`config.mk`:
```
export PLATFORM = sky130hd
export DESIGN_NAME = sbus_core
export DESIGN_NICKNAME = d
export VERILOG_FILES = /design/src/rtl/sbus_pkg.sv /design/src/rtl/sbus_alu.sv /design/src/rtl/sbus_regfile.sv /design/src/rtl/sbus_ctrl.sv /design/src/rtl/sbus_core.sv
export SDC_FILE = /design/constraint.sdc
export NUM_CORES = 1
export LEC_CHECK = 0
export CAP_MARGIN = 10
export CORE_ASPECT_RATIO = 1.25
export CORE_MARGIN = 5
export CORE_UTILIZATION = 25
export DETAILED_ROUTE_END_ITERATION = 7
export HOLD_SLACK_MARGIN = 0.08
export SYNTH_ARGS = -nofsm -noshare
export SYNTH_HDL_FRONTEND = slang
export SYNTH_SLANG_ARGS = --single-unit
```
`constraint.sdc`:
```
create_clock -name clk_i -period 7.2 [get_ports clk_i]
set_input_delay 1.44 -clock clk_i [delete_from_list [all_inputs] [get_ports clk_i]]
set_output_delay 1.44 -clock clk_i [all_outputs]
set_load 0.005 [all_outputs]
```
`src/rtl/sbus_pkg.sv`:
```
package sbus_pkg;
  localparam int unsigned NREG   = 8;
  localparam int unsigned RIDX_W = $clog2(NREG);
  localparam int unsigned OPC_W  = 6;
  localparam int unsigned OFF_W  = 16;
  localparam int unsigned FLD_W  = OPC_W + 3 * RIDX_W;

  // bus source slots; general registers occupy the top NREG slots
  localparam int unsigned SRC_PC   = 0;
  localparam int unsigned SRC_Z    = 1;
  localparam int unsigned SRC_MDR  = 2;
  localparam int unsigned SRC_OFF  = 3;
  localparam int unsigned SRC_GPR0 = 4;
  localparam int unsigned N_SRC    = SRC_GPR0 + NREG;

  localparam int unsigned STEP_W = 4;
  localparam logic [STEP_W-1:0] ST_ADDR = 4'd0;
  localparam logic [STEP_W-1:0] ST_WAIT = 4'd1;
  localparam logic [STEP_W-1:0] ST_PCUP = 4'd2;
  localparam logic [STEP_W-1:0] ST_IR   = 4'd3;
  localparam logic [STEP_W-1:0] ST_DEC  = 4'd4;
  localparam logic [STEP_W-1:0] ST_X1   = 4'd5;
  localparam logic [STEP_W-1:0] ST_X2   = 4'd6;
  localparam logic [STEP_W-1:0] ST_X3   = 4'd7;
  localparam logic [STEP_W-1:0] ST_X4   = 4'd8;

  localparam logic [OPC_W-1:0] OPC_ADD  = 6'd1;
  localparam logic [OPC_W-1:0] OPC_SUB  = 6'd2;
  localparam logic [OPC_W-1:0] OPC_XOR  = 6'd3;
  localparam logic [OPC_W-1:0] OPC_ADDM = 6'd4;
  localparam logic [OPC_W-1:0] OPC_BR   = 6'd5;

  typedef enum logic [1:0] {ALU_ADD, ALU_SUB, ALU_XOR} alu_op_e;

  typedef struct packed {
    logic    pc_in;
    logic    y_in;
    logic    z_in;
    logic    mar_in;
    logic    mdr_ine;
    logic    ir_in;
    logic    rd_req;
    logic    wait_mfc;
    logic    sel4;
    logic    last;
    alu_op_e alu_op;
  } ctrl_t;
endpackage

```
`src/rtl/sbus_alu.sv`:
```
module sbus_alu import sbus_pkg::*; #(
  parameter int unsigned XLEN = 32
) (
  input  logic            sel4_i,
  input  logic [XLEN-1:0] y_i,
  input  logic [XLEN-1:0] bus_i,
  input  alu_op_e         op_i,
  output logic [XLEN-1:0] res_o
);
  localparam logic [XLEN-1:0] WORD_BYTES = XLEN'(4);

  logic [XLEN-1:0] a_w;
  logic            cin_w;

  assign a_w   = sel4_i ? WORD_BYTES : y_i;
  assign cin_w = (op_i == ALU_SUB);

  always_comb begin
    case (op_i)
      ALU_SUB: res_o = a_w + ~bus_i + {{(XLEN-1){1'b0}}, cin_w};
      ALU_XOR: res_o = a_w ^ bus_i;
      default: res_o = a_w + bus_i;
    endcase
  end
endmodule

```
`src/rtl/sbus_regfile.sv`:
```
module sbus_regfile #(
  parameter int unsigned XLEN = 32,
  parameter int unsigned NREG = 8
) (
  input  logic                       clk_i,
  input  logic                       rst_ni,
  input  logic [NREG-1:0]            wr_en_i,
  input  logic [XLEN-1:0]            wr_data_i,
  output logic [NREG-1:0][XLEN-1:0]  rd_data_o
);
  for (genvar g = 0; g < NREG; g++) begin : g_reg
    always_ff @(posedge clk_i or negedge rst_ni) begin
      if (!rst_ni)         rd_data_o[g] <= '0;
      else if (wr_en_i[g]) rd_data_o[g] <= wr_data_i;
    end
  end
endmodule

```
`src/rtl/sbus_ctrl.sv`:
```
module sbus_ctrl import sbus_pkg::*; (
  input  logic               clk_i,
  input  logic               rst_ni,
  input  logic [FLD_W-1:0]   fld_i,
  input  logic               mem_done_i,
  output ctrl_t              ctrl_o,
  output logic [N_SRC-1:0]   drv_o,
  output logic [NREG-1:0]    gpr_in_o,
  output logic [STEP_W-1:0]  step_o
);
  logic [STEP_W-1:0] step_q;
  logic [OPC_W-1:0]  opc;
  logic [RIDX_W-1:0] rd, rs1, rs2;
  logic              known;

  assign opc = fld_i[FLD_W-1 -: OPC_W];
  assign rd  = fld_i[FLD_W-OPC_W-1 -: RIDX_W];
  assign rs1 = fld_i[FLD_W-OPC_W-RIDX_W-1 -: RIDX_W];
  assign rs2 = fld_i[RIDX_W-1:0];
  assign known = (opc == OPC_ADD) || (opc == OPC_SUB) || (opc == OPC_XOR) ||
                 (opc == OPC_ADDM) || (opc == OPC_BR);

  always_comb begin
    ctrl_o   = '0;
    drv_o    = '0;
    gpr_in_o = '0;
    case (step_q)
      ST_ADDR: begin
        drv_o[SRC_PC] = 1'b1;
        ctrl_o.mar_in = 1'b1;
        ctrl_o.rd_req = 1'b1;
        ctrl_o.sel4   = 1'b1;
        ctrl_o.z_in   = 1'b1;
      end
      ST_WAIT: begin
        ctrl_o.mdr_ine  = 1'b1;
        ctrl_o.wait_mfc = 1'b1;
      end
      ST_PCUP: begin
        drv_o[SRC_Z] = 1'b1;
        ctrl_o.pc_in = 1'b1;
        ctrl_o.y_in  = 1'b1;
      end
      ST_IR: begin
        drv_o[SRC_MDR] = 1'b1;
        ctrl_o.ir_in   = 1'b1;
      end
      ST_DEC: ctrl_o.last = !known;
      default: begin
        case (opc)
          OPC_ADD, OPC_SUB, OPC_XOR: begin
            case (step_q)
              ST_X1: begin
                drv_o[SRC_GPR0 + rs1] = 1'b1;
                ctrl_o.y_in = 1'b1;
              end
              ST_X2: begin
                drv_o[SRC_GPR0 + rs2] = 1'b1;
                ctrl_o.z_in   = 1'b1;
                ctrl_o.alu_op = (opc == OPC_SUB) ? ALU_SUB :
                                (opc == OPC_XOR) ? ALU_XOR : ALU_ADD;
              end
              ST_X3: begin
                drv_o[SRC_Z] = 1'b1;
                gpr_in_o[rd] = 1'b1;
                ctrl_o.last  = 1'b1;
              end
              default: ctrl_o.last = 1'b1;
            endcase
          end
          OPC_ADDM: begin
            case (step_q)
              ST_X1: begin
                drv_o[SRC_GPR0 + rs1] = 1'b1;
                ctrl_o.mar_in = 1'b1;
                ctrl_o.rd_req = 1'b1;
              end
              ST_X2: begin
                drv_o[SRC_GPR0 + rd] = 1'b1;
                ctrl_o.y_in     = 1'b1;
                ctrl_o.mdr_ine  = 1'b1;
                ctrl_o.wait_mfc = 1'b1;
              end
              ST_X3: begin
                drv_o[SRC_MDR] = 1'b1;
                ctrl_o.z_in    = 1'b1;
              end
              ST_X4: begin
                drv_o[SRC_Z] = 1'b1;
                gpr_in_o[rd] = 1'b1;
                ctrl_o.last  = 1'b1;
              end
              default: ctrl_o.last = 1'b1;
            endcase
          end
          OPC_BR: begin
            case (step_q)
              ST_X1: begin
                drv_o[SRC_OFF] = 1'b1;
                ctrl_o.z_in    = 1'b1;
              end
              ST_X2: begin
                drv_o[SRC_Z] = 1'b1;
                ctrl_o.pc_in = 1'b1;
                ctrl_o.last  = 1'b1;
              end
              default: ctrl_o.last = 1'b1;
            endcase
          end
          default: ctrl_o.last = 1'b1;
        endcase
      end
    endcase
  end

  always_ff @(posedge clk_i or negedge rst_ni) begin
    if (!rst_ni)                            step_q <= ST_ADDR;
    else if (ctrl_o.wait_mfc && !mem_done_i) step_q <= step_q;
    else if (ctrl_o.last)                   step_q <= ST_ADDR;
    else                                    step_q <= step_q + 1'b1;
  end

  assign step_o = step_q;
endmodule

```
`src/rtl/sbus_core.sv`:
```
module sbus_core import sbus_pkg::*; #(
  parameter int unsigned    XLEN     = 32,
  parameter logic [XLEN-1:0] RESET_PC = 32'h0000_0100
) (
  input  logic            clk_i,
  input  logic            rst_ni,
  output logic            mem_rd_o,
  output logic [XLEN-1:0] mem_addr_o,
  input  logic [XLEN-1:0] mem_rdata_i,
  input  logic            mem_done_i
);
  ctrl_t                      ctrl_w;
  logic [N_SRC-1:0]           drv_w;
  logic [NREG-1:0]            gpr_in_w;
  logic [STEP_W-1:0]          step_w;
  logic [N_SRC-1:0][XLEN-1:0] src_w;
  logic [NREG-1:0][XLEN-1:0]  gpr_q;
  logic [XLEN-1:0]            bus_w, alu_w, off_w;
  logic [XLEN-1:0]            pc_q, ir_q, y_q, z_q, mar_q, mdr_q;
  logic                       rd_pend_q;
  logic                       unused_ir_bits;

  sbus_ctrl i_ctrl (
    .clk_i      (clk_i),
    .rst_ni     (rst_ni),
    .fld_i      (ir_q[XLEN-1 -: FLD_W]),
    .mem_done_i (mem_done_i),
    .ctrl_o     (ctrl_w),
    .drv_o      (drv_w),
    .gpr_in_o   (gpr_in_w),
    .step_o     (step_w)
  );

  sbus_regfile #(.XLEN(XLEN), .NREG(NREG)) i_regs (
    .clk_i     (clk_i),
    .rst_ni    (rst_ni),
    .wr_en_i   (gpr_in_w),
    .wr_data_i (bus_w),
    .rd_data_o (gpr_q)
  );

  sbus_alu #(.XLEN(XLEN)) i_alu (
    .sel4_i (ctrl_w.sel4),
    .y_i    (y_q),
    .bus_i  (bus_w),
    .op_i   (ctrl_w.alu_op),
    .res_o  (alu_w)
  );

  assign off_w = {{(XLEN-OFF_W){ir_q[OFF_W-1]}}, ir_q[OFF_W-1:0]};
  assign unused_ir_bits = ^ir_q[XLEN-FLD_W-1:OFF_W];

  assign src_w[SRC_PC]  = pc_q;
  assign src_w[SRC_Z]   = z_q;
  assign src_w[SRC_MDR] = mdr_q;
  assign src_w[SRC_OFF] = off_w;
  for (genvar g = 0; g < NREG; g++) begin : g_src
    assign src_w[SRC_GPR0 + g] = gpr_q[g];
  end

  always_comb begin
    bus_w = '0;
    for (int i = 0; i < N_SRC; i++)
      if (drv_w[i]) bus_w = bus_w | src_w[i];
  end

  always_ff @(posedge clk_i or negedge rst_ni) begin
    if (!rst_ni) begin
      pc_q      <= RESET_PC;
      ir_q      <= '0;
      y_q       <= '0;
      z_q       <= '0;
      mar_q     <= '0;
      mdr_q     <= '0;
      rd_pend_q <= 1'b0;
    end else begin
      if (ctrl_w.pc_in)  pc_q  <= bus_w;
      if (ctrl_w.ir_in)  ir_q  <= bus_w;
      if (ctrl_w.y_in)   y_q   <= bus_w;
      if (ctrl_w.z_in)   z_q   <= alu_w;
      if (ctrl_w.mar_in) mar_q <= bus_w;
      if (ctrl_w.mdr_ine && mem_done_i) mdr_q <= mem_rdata_i;
      if (ctrl_w.rd_req)   rd_pend_q <= 1'b1;
      else if (mem_done_i) rd_pend_q <= 1'b0;
    end
  end

  assign mem_rd_o   = rd_pend_q;
  assign mem_addr_o = mar_q;
endmodule

```
# Word level (Yosys, flattened, before mapping)
# Index checks and enable logic that the tools add are counted.
[totals]
ff_bits = 453
latchBits = 0
ramBits = 0
mem_bits_ro = 0
input_bits = 35
word_cells = 150
n_memories = 0
[op_classes]
add_sub_neg = 7
multipliers = 0
n_div = 0
magnitude_cmp = 8
eq_ne = 15
shifts = 0
muxes = 68
n_bitwise = 13
reduce_logical = 23
[ops]
columns = ["op", "n"]
rows = [
  ["2-to-1 mux 32 bit", 13],
  ["bitwise OR 32 bit", 11],
  ["greater-or-equal comparator 32 x 1 -> 1 bit, second input constant", 3],
  ["< comparator 32 x 5 -> 1 bit, second input constant", 3],
  ["adder 32 bit", 2],
  ["one-hot mux 32 bit (2 select lines)", 1],
  ["adder 32 x 1 -> 32 bit", 1],
  ["inverter 32 bit", 1],
  ["one-hot mux 8 bit (2 select lines)", 2],
  ["bitwise XOR 32 bit", 1],
  ["2-to-1 mux 8 bit", 3],
  ["one-hot mux 1 bit (2 select lines)", 11],
  ["one-hot mux 1 bit (3 select lines)", 7],
  ["one-hot mux 10 bit (2 select lines)", 1],
  ["OR reduction 4 bit", 5],
  ["one-hot mux 9 bit (2 select lines)", 1],
  ["equality test 4 x 3 -> 1 bit, second input constant", 4],
  ["2-to-1 mux 1 bit", 15],
  ["adder 3 x 3 -> 4 bit, first input constant", 3],
  ["demux 1 bit (select 4 bit)", 3],
  ["equality test 6 x 2 -> 1 bit, second input constant", 2],
  ["equality test 6 x 3 -> 1 bit, second input constant", 2],
  ["2-to-1 mux 2 bit", 6],
  ["2-to-1 mux 9 bit", 1],
  ["20 further kinds", 32],
]

# Depth between registers and ports, before layout
# Gate-level depths: netlist of run 1.
[depth]
depth_word = 35
depth_mapped = 27
ltp_nobuf = 24

# Modules after synthesis
# From an unflattened synthesis of run 1, not the netlist that was laid out.
[unflattened]
hier_cells = 2344
area_unflattened_um2 = 26080.0
[modules_own_cells]
columns = ["module", "n_inst", "cells_each", "area_each_um2", "seq_area_each_um2"]
rows = [
  ["sbus_regfile", 1, 544, 10760.3, 6406.1],
  ["sbus_core", 1, 905, 9394.0, 4805.9],
  ["sbus_alu", 1, 752, 4908.5, 0.0],
  ["sbus_ctrl", 1, 143, 1017.2, 100.1],
]

# Least setup slack after synthesis of run 1
# No wires, ideal clock.
[synth_timing]
kind = "reg-to-reg"
startpoint = "register i_ctrl.step_q[0], in the netlist i_ctrl.step_o[0]"
endpoint = "register z_q[28]"
setup_ps = 128
arrival_ps = 5171
t_required_ps = 7072
setup_slack_ps = 1901
stages_incl_launch_ff = 25
path_buffers = 3
period_less_slack_ps = 5299
cell_sequence = "dfrtp_1 -> inv_1 -> ha_1 -> buf_4 -> nor4_2 -> a211o_1 -> nand2_1 -> o21ai_1 -> clkbuf_1 -> a221oi_1 -> and3_1 -> buf_2 -> ha_1 -> a21oi_2 -> fa_1 -> nor2b_1 -> o21ba_2 -> o21ai_1 -> a211oi_1 -> o21ai_0 -> a311o_1 -> o31ai_1 -> a2111o_1 -> a311o_1 -> nand3_1"
[synth_between]
elab_chain_cells = 31
[synth_rtl]
columns = ["item", "line_no", "source"]
rows = [
  ["start, declared", "sbus_ctrl.sv:11", "logic [STEP_W-1:0] step_q;"],
  ["start signal, assigned", "sbus_ctrl.sv:118", "else if (ctrl_o.wait_mfc && !mem_done_i) step_q <= step_q;"],
  ["start signal, assigned", "sbus_ctrl.sv:120", "else step_q <= step_q + 1'b1;"],
  ["equality test 4 x 3 -> 1 bit", "sbus_ctrl.sv:52, sbus_ctrl.sv:72, sbus_ctrl.sv:97", ""],
  ["one-hot mux 1 bit (2 select lines), on equally long branches", "sbus_ctrl.sv:72, sbus_ctrl.sv:52", ""],
  ["one-hot mux 1 bit (2 select lines)", "sbus_ctrl.sv:50", "case (opc)"],
  ["one-hot mux 1 bit (2 select lines)", "sbus_ctrl.sv:27", "case (step_q)"],
  ["2-to-1 mux 32 bit", "sbus_core.sv:64", "if (drv_w[i]) bus_w = bus_w | src_w[i];"],
  ["bitwise OR 32 bit", "sbus_core.sv:64", ""],
  ["2-to-1 mux 32 bit", "sbus_core.sv:64", ""],
  ["bitwise OR 32 bit", "sbus_core.sv:64", ""],
  ["(+15 left out)", "--", ""],
  ["bitwise OR 32 bit", "sbus_core.sv:64", ""],
  ["2-to-1 mux 32 bit", "sbus_core.sv:64", ""],
  ["bitwise OR 32 bit", "sbus_core.sv:64", ""],
  ["2-to-1 mux 32 bit", "sbus_core.sv:64", ""],
  ["inverter 32 bit", "sbus_alu.sv:20", "ALU_SUB: res_o = a_w + ~bus_i + {{(XLEN-1){1'b0}}, cin_w};"],
  ["adder 32 bit", "sbus_alu.sv:20", ""],
  ["adder 32 x 1 -> 32 bit", "sbus_alu.sv:20", ""],
  ["one-hot mux 32 bit (2 select lines)", "sbus_alu.sv:19", "case (op_i)"],
  ["end signal, assigned", "sbus_core.sv:80", "if (ctrl_w.z_in) z_q <= alu_w;"],
  ["end, declared", "sbus_core.sv:19", "logic [XLEN-1:0] pc_q, ir_q, y_q, z_q, mar_q, mdr_q;"],
]
# Several ways; a longest one is shown, not always the timed one.
# A chain may end at the register's enable or synchronous reset.

# Final worst setup path of run 1
[layout_timing]
startpoint = "register i_ctrl.step_q[0], in the netlist i_ctrl.step_o[0]"
endpoint = "register z_q[31]"
# Same word-level chain as after synthesis.

==> results.txt, run 1 <==
The run finished with clean final reports. The worst endpoint required time came out at between 7 and 8 ns. In this run the critical register-to-register path is launched from i_ctrl.step_o[0]. The worst hold path begins at i_regs.rd_data_o[12]. By area, the combinational part of the netlist is dominated by compound AO/OA/AOI/OAI gates.

Once detail routing completed, the nets flagged for antenna violations numbered 0. The flip-flop and latch count after synthesis came out at approximately 450. The floorplan has ~120 rows. The number of global-route vias before repair came to about 19,000. At the end of the flow, the number of nets in the layout was 2,627.

The fraction of synthesized cell area in xor and xnor cells came out at less than 1%. The instance count after placement with tap cells included is approximately 3,700. Max-cap violations in this run came to 0. The detailed router finished its first iteration with 1,445 violations. STA classifies the critical path startpoint as a flop. By count the netlist is led by 451 x dfrtp_1, 392 x a21oi_1, 383 x nor2_1, 197 x nand2_1, 139 x clkbuf_1. Routability-driven placement finished with a final weighted congestion of slightly above 0.9. For the pin with the worst max-slew slack, the measured transition is between 1 and 1.5 ns. The area fraction in and, or, nand and nor cells after synthesis is between 15 and 20%. The synthesized instance count is between 2,000 and 3,000. Global routing consumed, over all layers together, roughly 14% of the routing resources. The I/O pin count is 68. The total congestion overflow came out at 0.

The number of pins exceeding their max-slew limit in the final report is 0. The reg2reg setup slack came out at roughly 0.54 ns. The mean cell area of the mapped netlist came out at roughly 9.1 µm². The endpoint of the lowest-slack register-to-register path is z_q[31].

The number of clock sinks seen by CTS is 452. The worst setup path is captured at a flop. The worst-case vdd ir drop is 0.265 mV.

The number of antenna diodes in the final layout is 0. The power consumption came out at 13.4 mW. The placed wire-length estimate is 48,600 µm. The deepest clock path buffer count is 3.

The worst hold path passes through 2 cells. After layout, the worst path uses ~92% of the clock period. The share of final-layout standard cells stronger than drive strength 1 came out at about a tenth. dfrtp_1 is the most common cell in the netlist. The wire length of the first global-routing pass is about 110,000 µm. From bottom edge to top edge, the die measures roughly 350 µm. Power spread over the standard cell area amounts to between 500 and 600 nW/µm². The synthesized netlist devotes 3.87% of its cell area to adder and majority cells. The worst clock skew is roughly 0.023 ns. The count of warnings emitted by yosys is 0.

The endpoint of the worst hold path is i_regs.rd_data_o[12]. The most used flip-flop cell after synthesis is dfrtp_1. The final number of setup-violating endpoints is 0. TritonCTS created 43 clock buffers. The die area is 98,400 µm².

The number of setup buffers added after CTS is 0. The multiplexer share of the synthesized area is 1.66%. Sorting the synthesized cells by area gives the leading types as dfrtp_1 49%, a21oi_1 8.5%, nor2_1 6.2%. The final total negative setup slack came out at 0 ns. The iteration count of the initial detailed-routing pass came out at 5. During placement, the flow inserted port buffers numbering 67. The tree is rooted in a clkbuf_16. The sum of routed wire length over all layers is between 70,000 and 80,000 µm.

The number of enable-type register cells in the synthesized netlist came out at 0. The routed layout has 18,800 vias. In this run the worst hold path is classified as reg -> reg. Entering global routing, the biggest net connects approximately 160 pins. The area share of the leading cell type in the synthesized netlist came out at between 40% and 50%. Excluding fillers, the count of instances in the completed layout stands at about 3,800. The worst register-to-register path has a depth of 19. Setup repair after global routing left no endpoint under its margin. The proportion of register bits with asynchronous set or reset after synthesis came out at 100%.

The normalized max-slew margin came out at approximately 22%. The number of vias per cell after detailed routing is between 5 and 6. The largest fanout on the critical path is 14.

The clock latency reported for the late side of the worst-skew pair is slightly below 0.6 ns. In this run the standard cell core region covers 91,500 µm². The minimum clock period came out at approximately 6.7 ns. dfrtp_1 takes more of the synthesized area than any other cell. The routed length per instance is between 15 and 20 µm. The number of remaining DRC errors is 0. The number of H-tree levels came out at 2. The synthesis-to-finish area growth came out at 15.4%. The effective utilization at floorplan is between 20% and 30%. The number of antenna violations at the first check in global routing came to 0. The leakage power came out at between 10 and 15 nW. The count of endpoints failing hold in the final timing report is 0. The number of nets produced by synthesis is ~2,600. The worst path arrival time came out at about 7.1 ns. For this run, the top clock speed supported by timing is 0.150 GHz. From left edge to right edge, the die measures approximately 280 µm.

The clock transition time at the flip-flop clock pins of the worst setup and hold paths came out at roughly 0.060 ns. The CTS tree is yes. The sequential element share of the synthesized area came out at around half.

The netlist area before placement is 23,000 µm². The fraction of the mapped netlist area in compound gates came out at between 20% and 30%. The post-synthesis cell type count came out at 94.

The worst setup path is of the reg -> reg kind.
-- logic make-up after synthesis --
group	after synthesis
fa+ha+maj	70
mux	34
buf+inv	287
compound gates	897
flops	452
simple gates	789
xor+xnor	6
-- layout by cell type (no fill, tap or decap), types with 33 or more instances in the layout --
cell,synthesis,final
clkbuf_16,0,43
a22oi_1,52,52
a21oi_1,392,391
o21ai_1,44,41
nor2_1,383,380
a221oi_1,49,49
clkdlybuf4s50_1,0,66
mux2_2,33,33
nand2_1,197,194
ha_1,68,68
dfrtp_1,451,451
buf_4,3,83
o21ai_0,126,126
nor3_1,34,33
a221o_1,35,35
inv_1,74,74
-- repair_timing --
action	CTS	global route
setup endpoints to repair	0	3
hold buffers	0	0
endpoints found under the hold margin	0	0
resized for setup	0	1
-- cell type report --
class / instances / area, µm²
multi-input cells: 1796 / 10700
flip-flops and latches: 452 / 11300
inverters: 76 / 285
well taps: 1197 / 1500
fillers: 9696 / 65000
repair buffers: 153 / 1360
clock buffers: 63 / 1250
clock inverters: 15 / 224
-- routing by layer --
metal	share of wire, %	vias to the layer above	global-route usage (%)
met1	43	9181	18.4
li1	-	8998	-
met2	48	522	24.2
met4	2.8	0	4.20
met3	5.8	123	2.28
met5	0	-	0
-- state kept, by name, summed over array words and instances (netlist names) --
register / count
mem_addr_o: 32
mem_rd_o: 1
pc_q: 32
i_ctrl.step_o: 4
ir_q: 31
y_q: 32
i_regs.rd_data_o: 256
z_q: 32
mdr_q: 32
-- report_power, final --
part,switching [mW],internal (mW)
registers,0.418,3.15
clock network,1.03,1.36
logic,4.73,2.73
-- metrics by stage --
| stage | setup slack (ns) | util (%) | hold slack (ns) | area (µm²) |
|---|---|---|---|---|
| 2_1_floorplan | 1.90 | - | 0.449 | 23000 |
| 3_3_place_gp | 0.555 | 27.4 | 0.461 | 25100 |
| 3_5_place_dp | 0.448 | 27.4 | 0.470 | 25100 |
| 4_1_cts | 0.398 | 29.0 | 0.485 | 26600 |
| 5_1_grt | 0.0960 | 29.0 | 0.505 | 26600 |
| 6_report | 0.544 | 29.0 | 0.480 | 26600 |
-- worst max path at each step --
stage / from / to / slack [ns] / cells past startpoint
6_report: i_ctrl.step_o[0] / z_q[31] / 0.54 / 19
5_1_grt: i_ctrl.step_o[1] / z_q[31] / 0.1 / 19
4_1_cts: i_ctrl.step_o[0] / z_q[31] / 0.40 / 19
3_5_place_dp: i_ctrl.step_o[0] / z_q[31] / 0.45 / 19
3_3_place_gp: i_ctrl.step_o[0] / z_q[31] / 0.55 / 19
2_1_floorplan: i_ctrl.step_o[0] / z_q[28] / 1.90 / 24
-- worst max-delay path, cell delays in order, from the launching register on --
cell and delay [ns]:
dfrtp_1 0.44, inv_1 0.11, ha_1 0.42, inv_2 0.18, a211o_1 0.54, o211ai_1 0.28
nand2_1 0.49, buf_4 0.37, a22oi_1 0.21, nand3_1 0.12, a211oi_2 0.25, ha_1 0.40
or4_1 0.60, or3_1 0.38, a2111oi_1 0.69, o21ai_1 0.29, o31ai_2 0.33, a221o_1 0.21
xnor2_1 0.11, o22ai_1 0.09
No activity file was read; power rests on OpenSTA's default activity.
==> run 2: changes to the inputs <==
--- a/config.mk
+++ b/config.mk
@@ -11,6 +11,7 @@
 export CORE_UTILIZATION = 25
 export DETAILED_ROUTE_END_ITERATION = 7
 export HOLD_SLACK_MARGIN = 0.08
+export SLEW_MARGIN = 20
 export SYNTH_ARGS = -nofsm -noshare
 export SYNTH_HDL_FRONTEND = slang
 export SYNTH_SLANG_ARGS = --single-unit
==> run 2 against run 1 <==
  * Non-clock buffer count up 1
  * Critical path type unchanged
  * Largest power group unchanged
  * Setup slack worse by 0.0089 ns
  * Critical path depth up 2
  * Cell count about the same
==> results.txt, run 2 (synthesis results as in run 1) <==
The flow ran to the end, and the final reports show no timing, DRC or antenna violations. The number of antenna violations at the first check in global routing came out at 0 (unchanged). Setup repair after global routing left no endpoint under its margin.

The total core area was 91,500 µm² (unchanged). The effective utilization at floorplan came out at 25.2% (unchanged). The most common library cell in the layout ignoring fill and taps is dfrtp_1.

The met3 wire length came out at 3810 µm (-6.3%). The normalized max-slew margin is 36.0% (+14 points). The min-delay analysis places its worst path in the category reg -> reg. The antenna cell count was 0 (unchanged). The worst hold slack came out at 0.482 ns (+0.00202 ns). The leakage power is 11.5 nW (about the same). The number of hold buffers added after cts came out at 0 (unchanged).

Counting flops per register, the top entry is i_regs.rd_data_o. The final total negative setup slack was 0 ns (unchanged). The die outline height was 349 µm (unchanged). The minimum clock period came to 6.66 ns (+0.00888 ns). The routed length on met2 came out at 33,700 µm (-0.73%). The worst hold path begins at i_regs.rd_data_o[12]. The achievable clock frequency came out at 0.150 GHz (-0.13%). The total congestion overflow is 0 (unchanged). The die boundary width is 282 µm (unchanged). The worst setup path is captured at a flop. The number of global-route vias before repair was 18,600 (-0.49%). The number of nets with antenna violations after detailed routing came out at 0 (unchanged). The endpoint of the lowest-slack register-to-register path is z_q[31].

The clock latency reported for the late side of the worst-skew pair is 0.58 ns (about the same). The placed wire-length estimate came out at 48,700 µm (about the same). The worst register-to-register path begins at i_ctrl.step_o[0]. The synthesis-to-finish area growth came out at 15.4% (about the same). The share of final-layout standard cells stronger than drive strength 1 came out at 9.66% (+0.11 points).

The number of clock sinks seen by CTS came out at 452 (unchanged). The power consumption is 13.4 mW (about the same). The number of pins exceeding their max-slew limit in the final report came to 0 (unchanged). The number of stages on the worst hold path is 2 (unchanged). The clock transition time at the flip-flop clock pins of the worst setup and hold paths is 0.06 ns (about the same). The cell that appears most often on the critical path is ha_1. The number of cell instances on the worst register-to-register path came out at 21 (+2).

The routability-driven placement congestion ratio came out at 0.912 (unchanged). The count of fill cells added during filler insertion is 9,661 (-0.36%). The number of H-tree levels came to 2 (unchanged). The worst-case vdd ir drop came out at 0.203 mV (-23%). The total track usage is 14.1% (-0.035 points). The worst slack at placement came out at 0.481 ns (+0.0326 ns).

The wire length on met1 is 31,100 µm (+1.7%). After detailed routing, no signal wire sits above met4. The count of endpoints failing hold in the final timing report came out at 0 (unchanged). The slew at the pin closest to its max-slew limit is 0.961 ns (-0.209 ns). Walking the worst path, the cells encountered are inv_1, ha_1, nor4_2, a211o_1, nand2_1, o22ai_2, buf_4, a22o_1, a221oi_1, and3_1, ha_1, nor3b_1, o31ai_1, a21oi_1, o2111ai_1, a2111oi_1, o21ai_1, o31ai_2, a221o_1, xnor2_1, o22ai_1.

The total CTS buffers came out at 44 (+2.3%). The number of setup buffers added after CTS came out at 0 (unchanged). The final critical-path share of the clock period was 92.6% (+0.12 points).

The number of remaining DRC errors came to 0 (unchanged). The minimum setup slack in the final design came out at 0.535 ns (-0.00888 ns). The reg2reg setup slack is 0.54 ns (about the same). The worst path arrival time is 7.12 ns (+0.02 ns).

The iteration count of the initial detailed-routing pass is 5 (unchanged). The post-cts gate resize count came out at 0 (unchanged). STA classifies the critical path startpoint as a flop.

The number of violations reported at the end of detailed-routing iteration 0 was 1,380 (-4.5%). The slowest stage of the critical path is the a2111oi_1 cell. The CTS tree is yes. The cell sitting at the root of the clock tree is a clkbuf_16.

The number of buffers added on ports came to 67 (unchanged). The number of max-cap violations came out at 0 (unchanged). The endpoint of the worst hold path is i_regs.rd_data_o[12]. The critical path is of the reg -> reg type. The total via count in the routed design came to 18,700 (-0.80%). The sum of routed wire length over all layers came out at 70,800 µm (+0.31%).

The peak per-stage delay on the critical path came out at 0.90 ns (+0.21 ns). The deepest clock path buffer count is 3 (unchanged). The I/O pin count came to 68 (unchanged). The routed length per instance was 18.9 µm (+0.25%). The wire length of the first global-routing pass came out at 111,000 µm (-0.29%). The die area is 98,400 µm² (unchanged). The pin count of the biggest net entering global routing came out at 164 (unchanged). The power per standard cell area is 505 nW/µm² (-0.11%). Leaving out fill and tap cells, the most frequent cells in the layout are 451 x dfrtp_1, 391 x a21oi_1, 380 x nor2_1.

The largest fanout on the critical path came out at 31 (+17). The worst clock skew was 0.0129 ns (-0.00974 ns). The final number of setup-violating endpoints came out at 0 (unchanged). The post-layout net count came out at 2,629 (+0.076%). The number of vias per cell after detailed routing came to 4.97 (-0.86%). The number of flip-flops in the largest register came out at 256 (unchanged). The worst endpoint required time is 7.65 ns (about the same). The count of standard-cell rows came out at 124 (unchanged).
## run 2: cell count changes in the layout (fill, tap and decap cells not counted), sizes merged
cell	change
buf	+1
bufinv	-2
clkbuf	+1
clkinv	-2
clkinvlp	+1
inv	+3
## run 2: critical path: cells and delay by family (launching register included)
family	cells	cell delay, ns
compound gates	12	3.41
xor+xnor	1	0.11
fa+ha+maj	2	0.76
buf+inv	2	0.53
flops	1	0.44
simple gates	4	1.22
## run 2: stage by stage
stage	std cells	cell area, µm²	utilization, %
floorplan	2535	23000	-
detailed placement	3675	25100	27.5
CTS	3754	26600	29.0
global placement	3674	25100	27.4
finish	3754	26600	29.1
global route	3754	26600	29.1
## run 2: how the worst max path moves through the flow
stage | startpoint | end
finish | i_ctrl.step_o[0] | z_q[31]
floorplan | i_ctrl.step_o[0] | z_q[28]
global route | i_ctrl.step_o[0] | z_q[31]
global placement | i_ctrl.step_o[0] | z_q[31]
CTS | i_ctrl.step_o[0] | z_q[31]
detailed placement | i_ctrl.step_o[0] | z_q[31]
## run 2: layer usage
layer | GRT usage (%) | vias to the layer above
met5 | 0 | -
met4 | 4.45 | 0
met3 | 2.30 | 118
met2 | 24.0 | 492
met1 | 18.3 | 9062
li1 | - | 9001
## run 2: area by class of cell
class / instances / area, µm² / share of cell area, %
Multi-Input combinational cell: 1796 / 10700 / 40.1
Inverter: 76 / 285 / 1.07
Tap cell: 1197 / 1500 / 5.63
Timing Repair Buffer: 154 / 1390 / 5.21
Sequential cell: 452 / 11300 / 42.5
Clock buffer: 64 / 1290 / 4.84
Clock inverter: 15 / 169 / 0.635
## run 2: where the power goes
group          internal (mW)  switching (mW)
sequential              3.15           0.417
clock                   1.32            1.04
combinational           2.74            4.75
total                   7.21            6.21
